$ cat config.mk
export PLATFORM = sky130hd
export DESIGN_NAME = subdom_seq
export DESIGN_NICKNAME = d
export VERILOG_FILES = /design/src/rtl/subdom_pkg.sv /design/src/rtl/ack_sync.sv /design/src/rtl/seq_timer.sv /design/src/rtl/subdom_seq.sv
export SDC_FILE = /design/constraint.sdc
export NUM_CORES = 1
export LEC_CHECK = 0
export ABC_CLOCK_PERIOD_IN_PS = 2100
export BUFFER_PORTS_ARGS = -buffer_cell sky130_fd_sc_hd__buf_4
export CAP_MARGIN = 20
export CORE_AREA = 2 2 71 60
export DETAILED_ROUTE_END_ITERATION = 12
export DIE_AREA = 0 0 73 62
export GPL_TIMING_DRIVEN = 0
export MAX_ROUTING_LAYER = met4
export PLACE_DENSITY = 0.64
export SLEW_MARGIN = 0
export SYNTH_ARGS = -nofsm -noshare
export SYNTH_HDL_FRONTEND = slang
export SYNTH_HIERARCHICAL = 1
export SYNTH_SLANG_ARGS = --single-unit
$ cat constraint.sdc
create_clock -name clk_i -period 2.1 [get_ports clk_i]
set_clock_uncertainty 0.2 [all_clocks]
set_input_delay 0.21 -clock clk_i [delete_from_list [all_inputs] [get_ports clk_i]]
set_output_delay 0.21 -clock clk_i [all_outputs]
set_load 0.01 [all_outputs]
$ cat src/rtl/subdom_pkg.sv
package subdom_pkg;
  typedef enum logic [3:0] {
    ST_OFF, ST_PRE, ST_GATE, ST_REL, ST_CLK, ST_M_EN, ST_S_EN, ST_S_FAIL,
    ST_ON, ST_OFF_S, ST_OFF_M, ST_OFF_RB, ST_DOWN
  } seq_st_e;
  localparam int ACK_M = 0;
  localparam int ACK_S = 1;
  localparam int N_ACK = 2;
endpackage

$ cat src/rtl/ack_sync.sv
module ack_sync #(
  parameter int   W       = 2,
  parameter int   STAGES  = 2,
  parameter logic RST_VAL = 1'b1
) (
  input  logic         clk_i,
  input  logic         rst_ni,
  input  logic [W-1:0] d_i,
  output logic [W-1:0] q_o
);
  for (genvar g = 0; g < W; g++) begin : g_bit
    logic [STAGES-1:0] sh_q;
    always_ff @(posedge clk_i or negedge rst_ni) begin
      if (!rst_ni) sh_q <= {STAGES{RST_VAL}};
      else         sh_q <= {sh_q[STAGES-2:0], d_i[g]};
    end
    assign q_o[g] = sh_q[STAGES-1];
  end
endmodule

$ cat src/rtl/seq_timer.sv
module seq_timer #(
  parameter int CW = 8
) (
  input  logic          clk_i,
  input  logic          rst_ni,
  input  logic          clr_i,
  output logic [CW-1:0] cnt_o
);
  logic [CW-1:0] cnt_q;
  always_ff @(posedge clk_i or negedge rst_ni) begin
    if (!rst_ni)            cnt_q <= '0;
    else if (clr_i)         cnt_q <= '0;
    else if (~&cnt_q)       cnt_q <= cnt_q + 1'b1;
  end
  assign cnt_o = cnt_q;
endmodule

$ cat src/rtl/subdom_seq.sv
module subdom_seq
  import subdom_pkg::*;
#(
  parameter int RST_CYCLES  = 32,
  parameter int ACK_TIMEOUT = 125,
  parameter int SYNC_STAGES = 2,
  parameter bit HAS_BRIDGE  = 1'b1
) (
  input  logic clk_i,
  input  logic rst_ni,
  input  logic on_req_i,
  input  logic off_req_i,
  input  logic rst_req_i,
  input  logic m_ack_i,
  input  logic s_ack_i,
  output logic blk_rst_o,
  output logic clk_en_o,
  output logic m_stop_o,
  output logic s_stop_o,
  output logic powered_o,
  output logic in_reset_o,
  output logic done_o,
  output logic err_o
);
  localparam int MAXC = (RST_CYCLES > ACK_TIMEOUT) ? RST_CYCLES : ACK_TIMEOUT;
  localparam int CW   = $clog2(MAXC + 1) + 1;

  seq_st_e st_q, st_d;
  logic rst_q, rst_d, clk_q, clk_d, ms_q, ms_d, ss_q, ss_d;
  logic pend_q, pend_d, done_q, done_d, err_q, err_d;
  logic [N_ACK-1:0] ack_raw, ack_s;
  logic [CW-1:0] cnt;
  logic ack_m_sy, ack_s_sy, tmo, pre_end;

  assign ack_raw = {s_ack_i, m_ack_i};

  if (HAS_BRIDGE) begin : g_sync
    ack_sync #(.W(N_ACK), .STAGES(SYNC_STAGES), .RST_VAL(1'b1)) i_sync (
      .clk_i(clk_i), .rst_ni(rst_ni), .d_i(ack_raw), .q_o(ack_s));
  end else begin : g_nosync
    assign ack_s = ack_raw;
  end

  assign ack_m_sy = ack_s[ACK_M];
  assign ack_s_sy = ack_s[ACK_S];

  seq_timer #(.CW(CW)) i_timer (
    .clk_i(clk_i), .rst_ni(rst_ni), .clr_i(st_d != st_q), .cnt_o(cnt));

  assign tmo     = (cnt == CW'(ACK_TIMEOUT - 1));
  assign pre_end = (cnt == CW'(RST_CYCLES - 1));

  always_comb begin
    st_d = st_q; rst_d = rst_q; clk_d = clk_q; ms_d = ms_q; ss_d = ss_q;
    pend_d = pend_q; done_d = 1'b0; err_d = 1'b0;
    unique case (st_q)
      ST_OFF: if (on_req_i) begin st_d = ST_PRE; clk_d = 1'b1; end
      ST_PRE: if (pre_end) begin st_d = ST_GATE; clk_d = 1'b0; end
      ST_GATE: begin st_d = ST_REL; rst_d = 1'b0; end
      ST_REL:  begin st_d = ST_CLK; clk_d = 1'b1; end
      ST_CLK: begin
        if (HAS_BRIDGE) begin st_d = ST_M_EN; ms_d = 1'b0; end
        else begin st_d = ST_ON; done_d = 1'b1; end
      end
      ST_M_EN: begin
        if (!ack_m_sy) begin st_d = ST_S_EN; ss_d = 1'b0; end
        else if (tmo) begin
          st_d = ST_OFF; clk_d = 1'b0; rst_d = 1'b1; ms_d = 1'b1; err_d = 1'b1;
        end
      end
      ST_S_EN: begin
        if (!ack_s_sy) begin st_d = ST_ON; done_d = 1'b1; end
        else if (tmo) begin st_d = ST_S_FAIL; ms_d = 1'b1; ss_d = 1'b1; end
      end
      ST_S_FAIL: begin
        // wait for master to confirm stop, bounded by timeout
        if (ack_m_sy || tmo) begin
          st_d = ST_OFF; clk_d = 1'b0; rst_d = 1'b1; err_d = 1'b1;
        end
      end
      ST_ON: begin
        if (off_req_i || rst_req_i) begin
          pend_d = !off_req_i;
          if (HAS_BRIDGE) begin st_d = ST_OFF_S; ss_d = 1'b1; end
          else begin st_d = ST_DOWN; clk_d = 1'b0; rst_d = 1'b1; end
        end
      end
      ST_OFF_S: begin
        if (ack_s_sy) begin st_d = ST_OFF_M; ms_d = 1'b1; end
        else if (tmo) begin st_d = ST_ON; ss_d = 1'b0; pend_d = 1'b0; err_d = 1'b1; end
      end
      ST_OFF_M: begin
        if (ack_m_sy) begin st_d = ST_DOWN; clk_d = 1'b0; rst_d = 1'b1; end
        else if (tmo) begin st_d = ST_OFF_RB; ss_d = 1'b0; end
      end
      ST_OFF_RB: begin
        if (!ack_s_sy || tmo) begin st_d = ST_ON; pend_d = 1'b0; err_d = 1'b1; end
      end
      ST_DOWN: begin
        if (pend_q) begin st_d = ST_PRE; clk_d = 1'b1; pend_d = 1'b0; end
        else begin st_d = ST_OFF; done_d = 1'b1; end
      end
      default: st_d = ST_OFF;
    endcase
  end

  always_ff @(posedge clk_i or negedge rst_ni) begin
    if (!rst_ni) begin
      st_q <= ST_OFF; rst_q <= 1'b1; clk_q <= 1'b0; ms_q <= 1'b1; ss_q <= 1'b1;
      pend_q <= 1'b0; done_q <= 1'b0; err_q <= 1'b0;
    end else begin
      st_q <= st_d; rst_q <= rst_d; clk_q <= clk_d; ms_q <= ms_d; ss_q <= ss_d;
      pend_q <= pend_d; done_q <= done_d; err_q <= err_d;
    end
  end

  assign blk_rst_o  = rst_q;
  assign clk_en_o   = clk_q;
  assign m_stop_o   = ms_q;
  assign s_stop_o   = ss_q;
  assign powered_o  = (st_q == ST_ON);
  assign in_reset_o = rst_q;
  assign done_o     = done_q;
  assign err_o      = err_q;

  // clocked-in-reset run length, observed when reset drops
  logic [CW-1:0] pre_run_q;
  always_ff @(posedge clk_i or negedge rst_ni) begin
    if (!rst_ni)                        pre_run_q <= '0;
    else if (!blk_rst_o)                pre_run_q <= '0;
    else if (clk_en_o && ~&pre_run_q)   pre_run_q <= pre_run_q + 1'b1;
  end

  a_r1_reset_propagates: assert property (@(posedge clk_i) disable iff (!rst_ni)
    $fell(blk_rst_o) |-> pre_run_q >= CW'(RST_CYCLES));
  a_r2_release_clock_off: assert property (@(posedge clk_i) disable iff (!rst_ni)
    $fell(blk_rst_o) |-> !clk_en_o);
  a_r3_master_first: assert property (@(posedge clk_i) disable iff (!rst_ni)
    $fell(m_stop_o) |-> s_stop_o);
  a_r6_slave_stopped_first: assert property (@(posedge clk_i) disable iff (!rst_ni)
    $rose(m_stop_o) |-> s_stop_o);
  a_r4_fail_parks_off: assert property (@(posedge clk_i) disable iff (!rst_ni)
    (err_o && !powered_o) |-> (blk_rst_o && !clk_en_o && m_stop_o));
  a_r7_fail_keeps_on: assert property (@(posedge clk_i) disable iff (!rst_ni)
    (err_o && powered_o) |-> (!blk_rst_o && clk_en_o && !s_stop_o));
  a_r8_done_err_excl: assert property (@(posedge clk_i) disable iff (!rst_ni)
    !(done_o && err_o));
endmodule

# == After elaboration in Yosys (flattened, before gate mapping) ==
# Index checks and enable logic that the tools add are counted.
# word_totals
reg_bits,23
input_bits,7
out_inout_bits,8
elab_cells,116
# op_classes
add_sub_neg,1
n_eq_ne,32
muxes,55
reduce_logical,17
# ops
cell,count
$mux 4,13
$pmux 4 s13,1
$mux 1,32
$ne 2x2->1 const B,11
$eq 4x4->1 const B,5
$eq 4x3->1 const B,4
$mux 8,2
$pmux 1 s4,4
$reduce_and 8->1,2
$ne 2x1->1 const B,6
$reduce_bool 4->1,3
$reduce_and 5->1,2
$add 8x1->8 const B,1
$eq 4x2->1 const B,2
$eq 8x5->1 const B,1
$eq 8x7->1 const B,1
$pmux 1 s7,1
$reduce_and 7->1,1
$reduce_bool 7->1,1
$pmux 1 s5,1
$reduce_bool 5->1,1
$eq 4x1->1 const B,1
$logic_not 4->1,1
$ne 4x4->1,1
other kinds (4),7

# == Longest topological paths before layout ==
# logic_depth
word_depth,6
mapped_depth,10
depth_no_buf,7

# == Cells and area by module ==
# Netlist, hierarchy kept.
# by_module_without_submodules
module,n_inst,cells_per_inst,area_per_inst_um2,seq_area_each_um2
subdom_seq,1,137,1099.8,279.0
seq_timer,1,48,431.7,200.2
ack_sync,1,6,120.1,105.1

# == Worst setup path before layout ==
# Ideal clock, no wire load.
# synth_path
path_kind,register -> register
start,register i_timer.cnt_q[7] (netlist: i_timer/cnt_o[7])
end,register i_timer.cnt_q[2] (netlist: i_timer/cnt_o[2])
setup_time_ns,0.136
arrival_time_ns,2.014
t_required_ns,1.764
slack_ns,-0.250
path_stages_with_launch,10
n_path_buf,2
period_less_slack_ns,2.350
cell_sequence,dfrtp_1 -> nand4b_1 -> nand2b_1 -> buf_2 -> a2bb2oi_2 -> o311a_1 -> mux2_4 -> o2111ai_2 -> buf_1 -> nor3_1
# synth_between
elab_chain_len,6
elab_cells_between_ends,20
cone_classes,4 x eq/ne; 13 x mux; 3 x reduce/logical
# synth_lines
item,line,text
from (decl),seq_timer.sv:9,logic [CW-1:0] cnt_q;
from (signal assigned),seq_timer.sv:13,else if (~&cnt_q) cnt_q <= cnt_q + 1'b1;
$eq 8x7->1,subdom_seq.sv:50,assign tmo = (cnt == CW'(ACK_TIMEOUT - 1));
"$mux 4, or another cell as far along",subdom_seq.sv:94,else if (tmo) begin st_d = ST_OFF_RB; ss_d = 1'b0; end
"$mux 4, or another cell as far along",subdom_seq.sv:93,if (ack_m_sy) begin st_d = ST_DOWN; clk_d = 1'b0; rst_d = 1'b1; end
$pmux 4 s13,subdom_seq.sv:56,unique case (st_q)
$ne 4x4->1,subdom_seq.sv:48,".clk_i(clk_i), .rst_ni(rst_ni), .clr_i(st_d != st_q), .cnt_o(cnt));"
$ne 2x1->1 (no line) or $mux 8 (tied branches),--,
# Parallel ways exist; a longest one is shown, timed or not.
# A chain may end at the register's enable or synchronous reset.

# == Worst setup path after layout ==
# layout_path
start,register st_q[2]
end,register i_timer.cnt_q[3] (netlist: i_timer/cnt_o[3])
# layout_between
elab_chain_len,5
elab_cells_between_ends,30
cone_classes,14 x eq/ne; 15 x mux; 1 x reduce/logical
# layout_lines
item,line,text
from (decl),subdom_seq.sv:28,"seq_st_e st_q, st_d;"
from (signal assigned),subdom_seq.sv:112,st_q <= st_d; rst_q <= rst_d; clk_q <= clk_d; ms_q <= ms_d; ss_q <= ss_d;
"$mux 4, on equally long branches (2 in series)",--,
$pmux 4 s13,subdom_seq.sv:56,
$ne 4x4->1 *,subdom_seq.sv:48,
$ne 2x1->1 (no line) or $mux 8 (tied branches),--,
# Mark *: on every way between the ends. The rest lies on a longest branch, timed or not.

==> out/qor.yml <==
crit_end: "i_timer/cnt_o[3]"
fill_cells: 355
worst_slack_ns: -0.184
drt_iter0_drc: 188
wl_met1_um: 2030
placement.io_buffers: 14
cts_sinks: 23
drc: 0
synth_seq_cells: 23
wl_met3_um: 371
drt_first_pass_iters: 5
rsz0062_at_grt: "true"
placementRows: 21
syn2layout_area_growth_pct: 30.2
wl_met2_um: 2040
async_flop_share: 1.00
criticalPathCategory: "flop to flop"
fin_crit_sh: 1.09
dp.cells: 251
grt_max_degree: 24
critPathArrivalTime_ns: 2.29
grt_pass1_vias: 1442
seq_area_frac_synth: 0.354
pwr_density_cell_mw_per_mm2: 1080
hold_viol_final: 0
top_layer: "met4"
setup_viol: 8
synth_cells: 191
core-area_mm2: 0.00392
start_util: 0.422
synth.cell_area_mm2: 0.00165
tightest_slew_ns: 0.467
holdCritPathClass: "input pin to flop"
slew_violations: 0
htree_num_levels: 1
maxCapViolations: 0
overflow: 0
antenna_cells: 0
yosys-top-cells-area: "dfrtp_1 (24%), dfstp_2 (11%), nor2_1 (4.8%), a21oi_1 (4.2%), nor3_1 (3.3%)"
worst-endpoint-required_ns: 2.10
critical_path.top_delay_family: "simple AND/OR/NAND/NOR gates"
drtAntennaViolNets: 0
timing.fmax_ghz: 0.438
ff2ff_path_depth: 9
synth_edf_count: 0
synth_top_cell_area_share: 0.242
wl_per_cell_um: 16.3
startpoint: "st_q[2]"
worstSetupStartpointType: "flop"
r2r-end: "i_timer/cnt_o[3]"
io_pins: 15
min_period_ns: 2.28
drive_gt1_frac: 0.402
fp.dieArea_mm2: 0.00453
path_clk_slew_ns: 0.09
yosysTopAreaCell: "dfrtp_1"
yosys.cell_types.count: 54
die_w_um: 73
fin_nets: 238
syn_nets: 199
status: "finished with violations"
clk_path_buf_depth: 2
routabilityCongestion: 0.915
grt_pass1_wl_um: 7060
finish.utilization: 0.549
dp_slack_ns: -0.336
cts_root_buf: "clkbuf_8"
worst-path-buf-inv: 2
worst_r2r_startpoint: "st_q[2]"
crit_path_top_delay_cell: "dfrtp_1"
avgSynthCellArea_um2: 8.65
vias: 1640
hpwl_um: 2780
synthFlopType: "dfrtp_1"
clock_latency_ns: 0.27
cp_max_fo: 8
rrSetupSlack_ns: -0.18
wl_um: 4480
numCtsBuffers: 3
p_leak_nw: 0.896
cts_tree: "built"
crit_top_cell: "buf_6"
violations: "setup timing"
end_kind: "flop"
antenna_found_initial: 0
path_cells: "buf_6 > and2b_2 > nand2_2 > o32a_1 > and3_4 > o211ai_1 > o2111ai_2 > buf_6 > nor3_2"
cp.depth: 9
slowest_delay_ns: 0.40
fp.dieH_um: 62
slew_headroom: 0.689
peakVddDrop_uv: 548
yosysWarnings: 6
via_per_inst: 5.96
grt.total_usage: 0.209
stdcell_count: 275
==> repair_timing <==
action / CTS / global route
setup buffers: 12 / 5
pin swaps: 3 / 15
gates cloned: 0 / 1
hold buffers: 4 / 0
hold endpoints to repair: 26 / 0
gates resized for setup: 6 / 23
endpoints found under the setup margin: 8 / 12
==> worst min-delay path, delay by kind of cell <==
family	cells	cell delay (ns)
AO/OA/AOI/OAI	1	0.14
buffers and inverters	2	0.17
==> layout make-up <==
| cell class | count | area [um^2] | area share |
|---|---|---|---|
| repair buffers | 36 | 284 | 0.132 |
| clock inverters | 1 | 5.00 | 0.00233 |
| plain buffers | 17 | 128 | 0.0593 |
| multi-input cells | 143 | 1020 | 0.476 |
| flip-flops and latches | 23 | 589 | 0.274 |
| well taps | 46 | 57.6 | 0.0268 |
| inverters | 6 | 22.5 | 0.0105 |
| clock buffers | 3 | 41.3 | 0.0192 |
==> power by group <==
part | internal, W | total (W) | leakage (nW) | switching [W]
combinational | 0.000659 | 0.00144 | 0.591 | 0.000776
sequential | 0.000536 | 0.000599 | 0.279 | 0.0000637
clock | 0.000133 | 0.000293 | 0.0255 | 0.000160
==> cells by family (layout without fill, tap and decap cells) <==
group | Yosys count | in the layout | share of synthesized area
AND/OR/NAND/NOR | 77 | 77 | 0.267
AO/OA/AOI/OAI | 60 | 60 | 0.246
buffers and inverters | 25 | 63 | 0.0901
flip-flops | 23 | 23 | 0.354
multiplexers | 5 | 5 | 0.0348
adder cells (fa/ha/maj) | 1 | 1 | 0.00757
==> worst min-delay path by stage <==
stage | from | to | slack [ns] | cells past startpoint
after global placement | rst_ni | err_o | -0.07 | 1
final | off_req_i | pend_q | 0.06 | 3
after global routing | off_req_i | pend_q | 0.06 | 3
after CTS | off_req_i | pend_q | 0.06 | 3
after floorplan | rst_ni | clk_en_o | -0.29 | 0
after detailed placement | rst_ni | err_o | -0.07 | 1
==> through the flow <==
stage	TNS [ns]	hold WS (ns)	total power, W	instance area [um^2]
after floorplan	-0.376	-0.286	0.00155	1680
after global placement	-2.34	-0.0748	0.00182	1840
after detailed placement	-2.33	-0.0743	0.00182	1840
after CTS	-1.43	0.0557	0.00218	2040
after global routing	-2.12	0.0621	0.00248	2150
final	-1.14	0.0606	0.00233	2150
==> sequential cells by signal, indices dropped and copies added, names as in the netlist <==
signal and count:
blk_rst_o 1, clk_en_o 1, done_o 1, err_o 1, g_sync.i_sync/g_bit.sh_q 4, i_timer/cnt_o 8, m_stop_o 1, pend_q 1
s_stop_o 1, st_q 4
==> Yosys cell counts, drive strengths merged (3+ instances only) <==
library cell  number
dfstp              7
dfrtp             16
a31oi              4
nor3              13
clkbuf             3
o211ai             3
nand2             11
and3               3
o21ai             13
mux2               3
nand3              3
nor2              21
a21oi             15
nand2b             6
nor2b              5
o22ai              5
nand4              4
o32a               3
a22oi              5
buf               16
inv                6
==> cell usage in the layout, fill, tap and decap left out, drive strengths merged, types with 2 or more instances in the layout <==
master | netlist | routed
o32a | 3 | 3
nor3b | 2 | 2
and2b | 2 | 2
inv | 6 | 6
dfstp | 7 | 7
nand2 | 11 | 11
a21oi | 15 | 15
dfrtp | 16 | 16
and4bb | 2 | 2
and3 | 3 | 3
nor3 | 13 | 13
a22oi | 5 | 5
dlygate4sd3 | 0 | 4
o211ai | 3 | 3
o21ai | 13 | 13
clkbuf | 3 | 7
a221oi | 2 | 2
nor2 | 21 | 21
nor2b | 5 | 5
mux2 | 3 | 3
nand3 | 3 | 3
mux2i | 2 | 2
a311oi | 2 | 2
nand2b | 6 | 6
nand4 | 4 | 4
buf | 16 | 45
o22ai | 5 | 5
a31oi | 4 | 4
==> routing by layer <==
| metal | vias up | global-route usage |
|---|---|---|
| li1 | 779 | - |
| met1 | 774 | 0.300 |
| met2 | 83 | 0.297 |
| met3 | 4 | 0.0500 |
| met4 | 0 | 0.0450 |
| met5 | - | - |
Power figures use the tool's default switching activity.
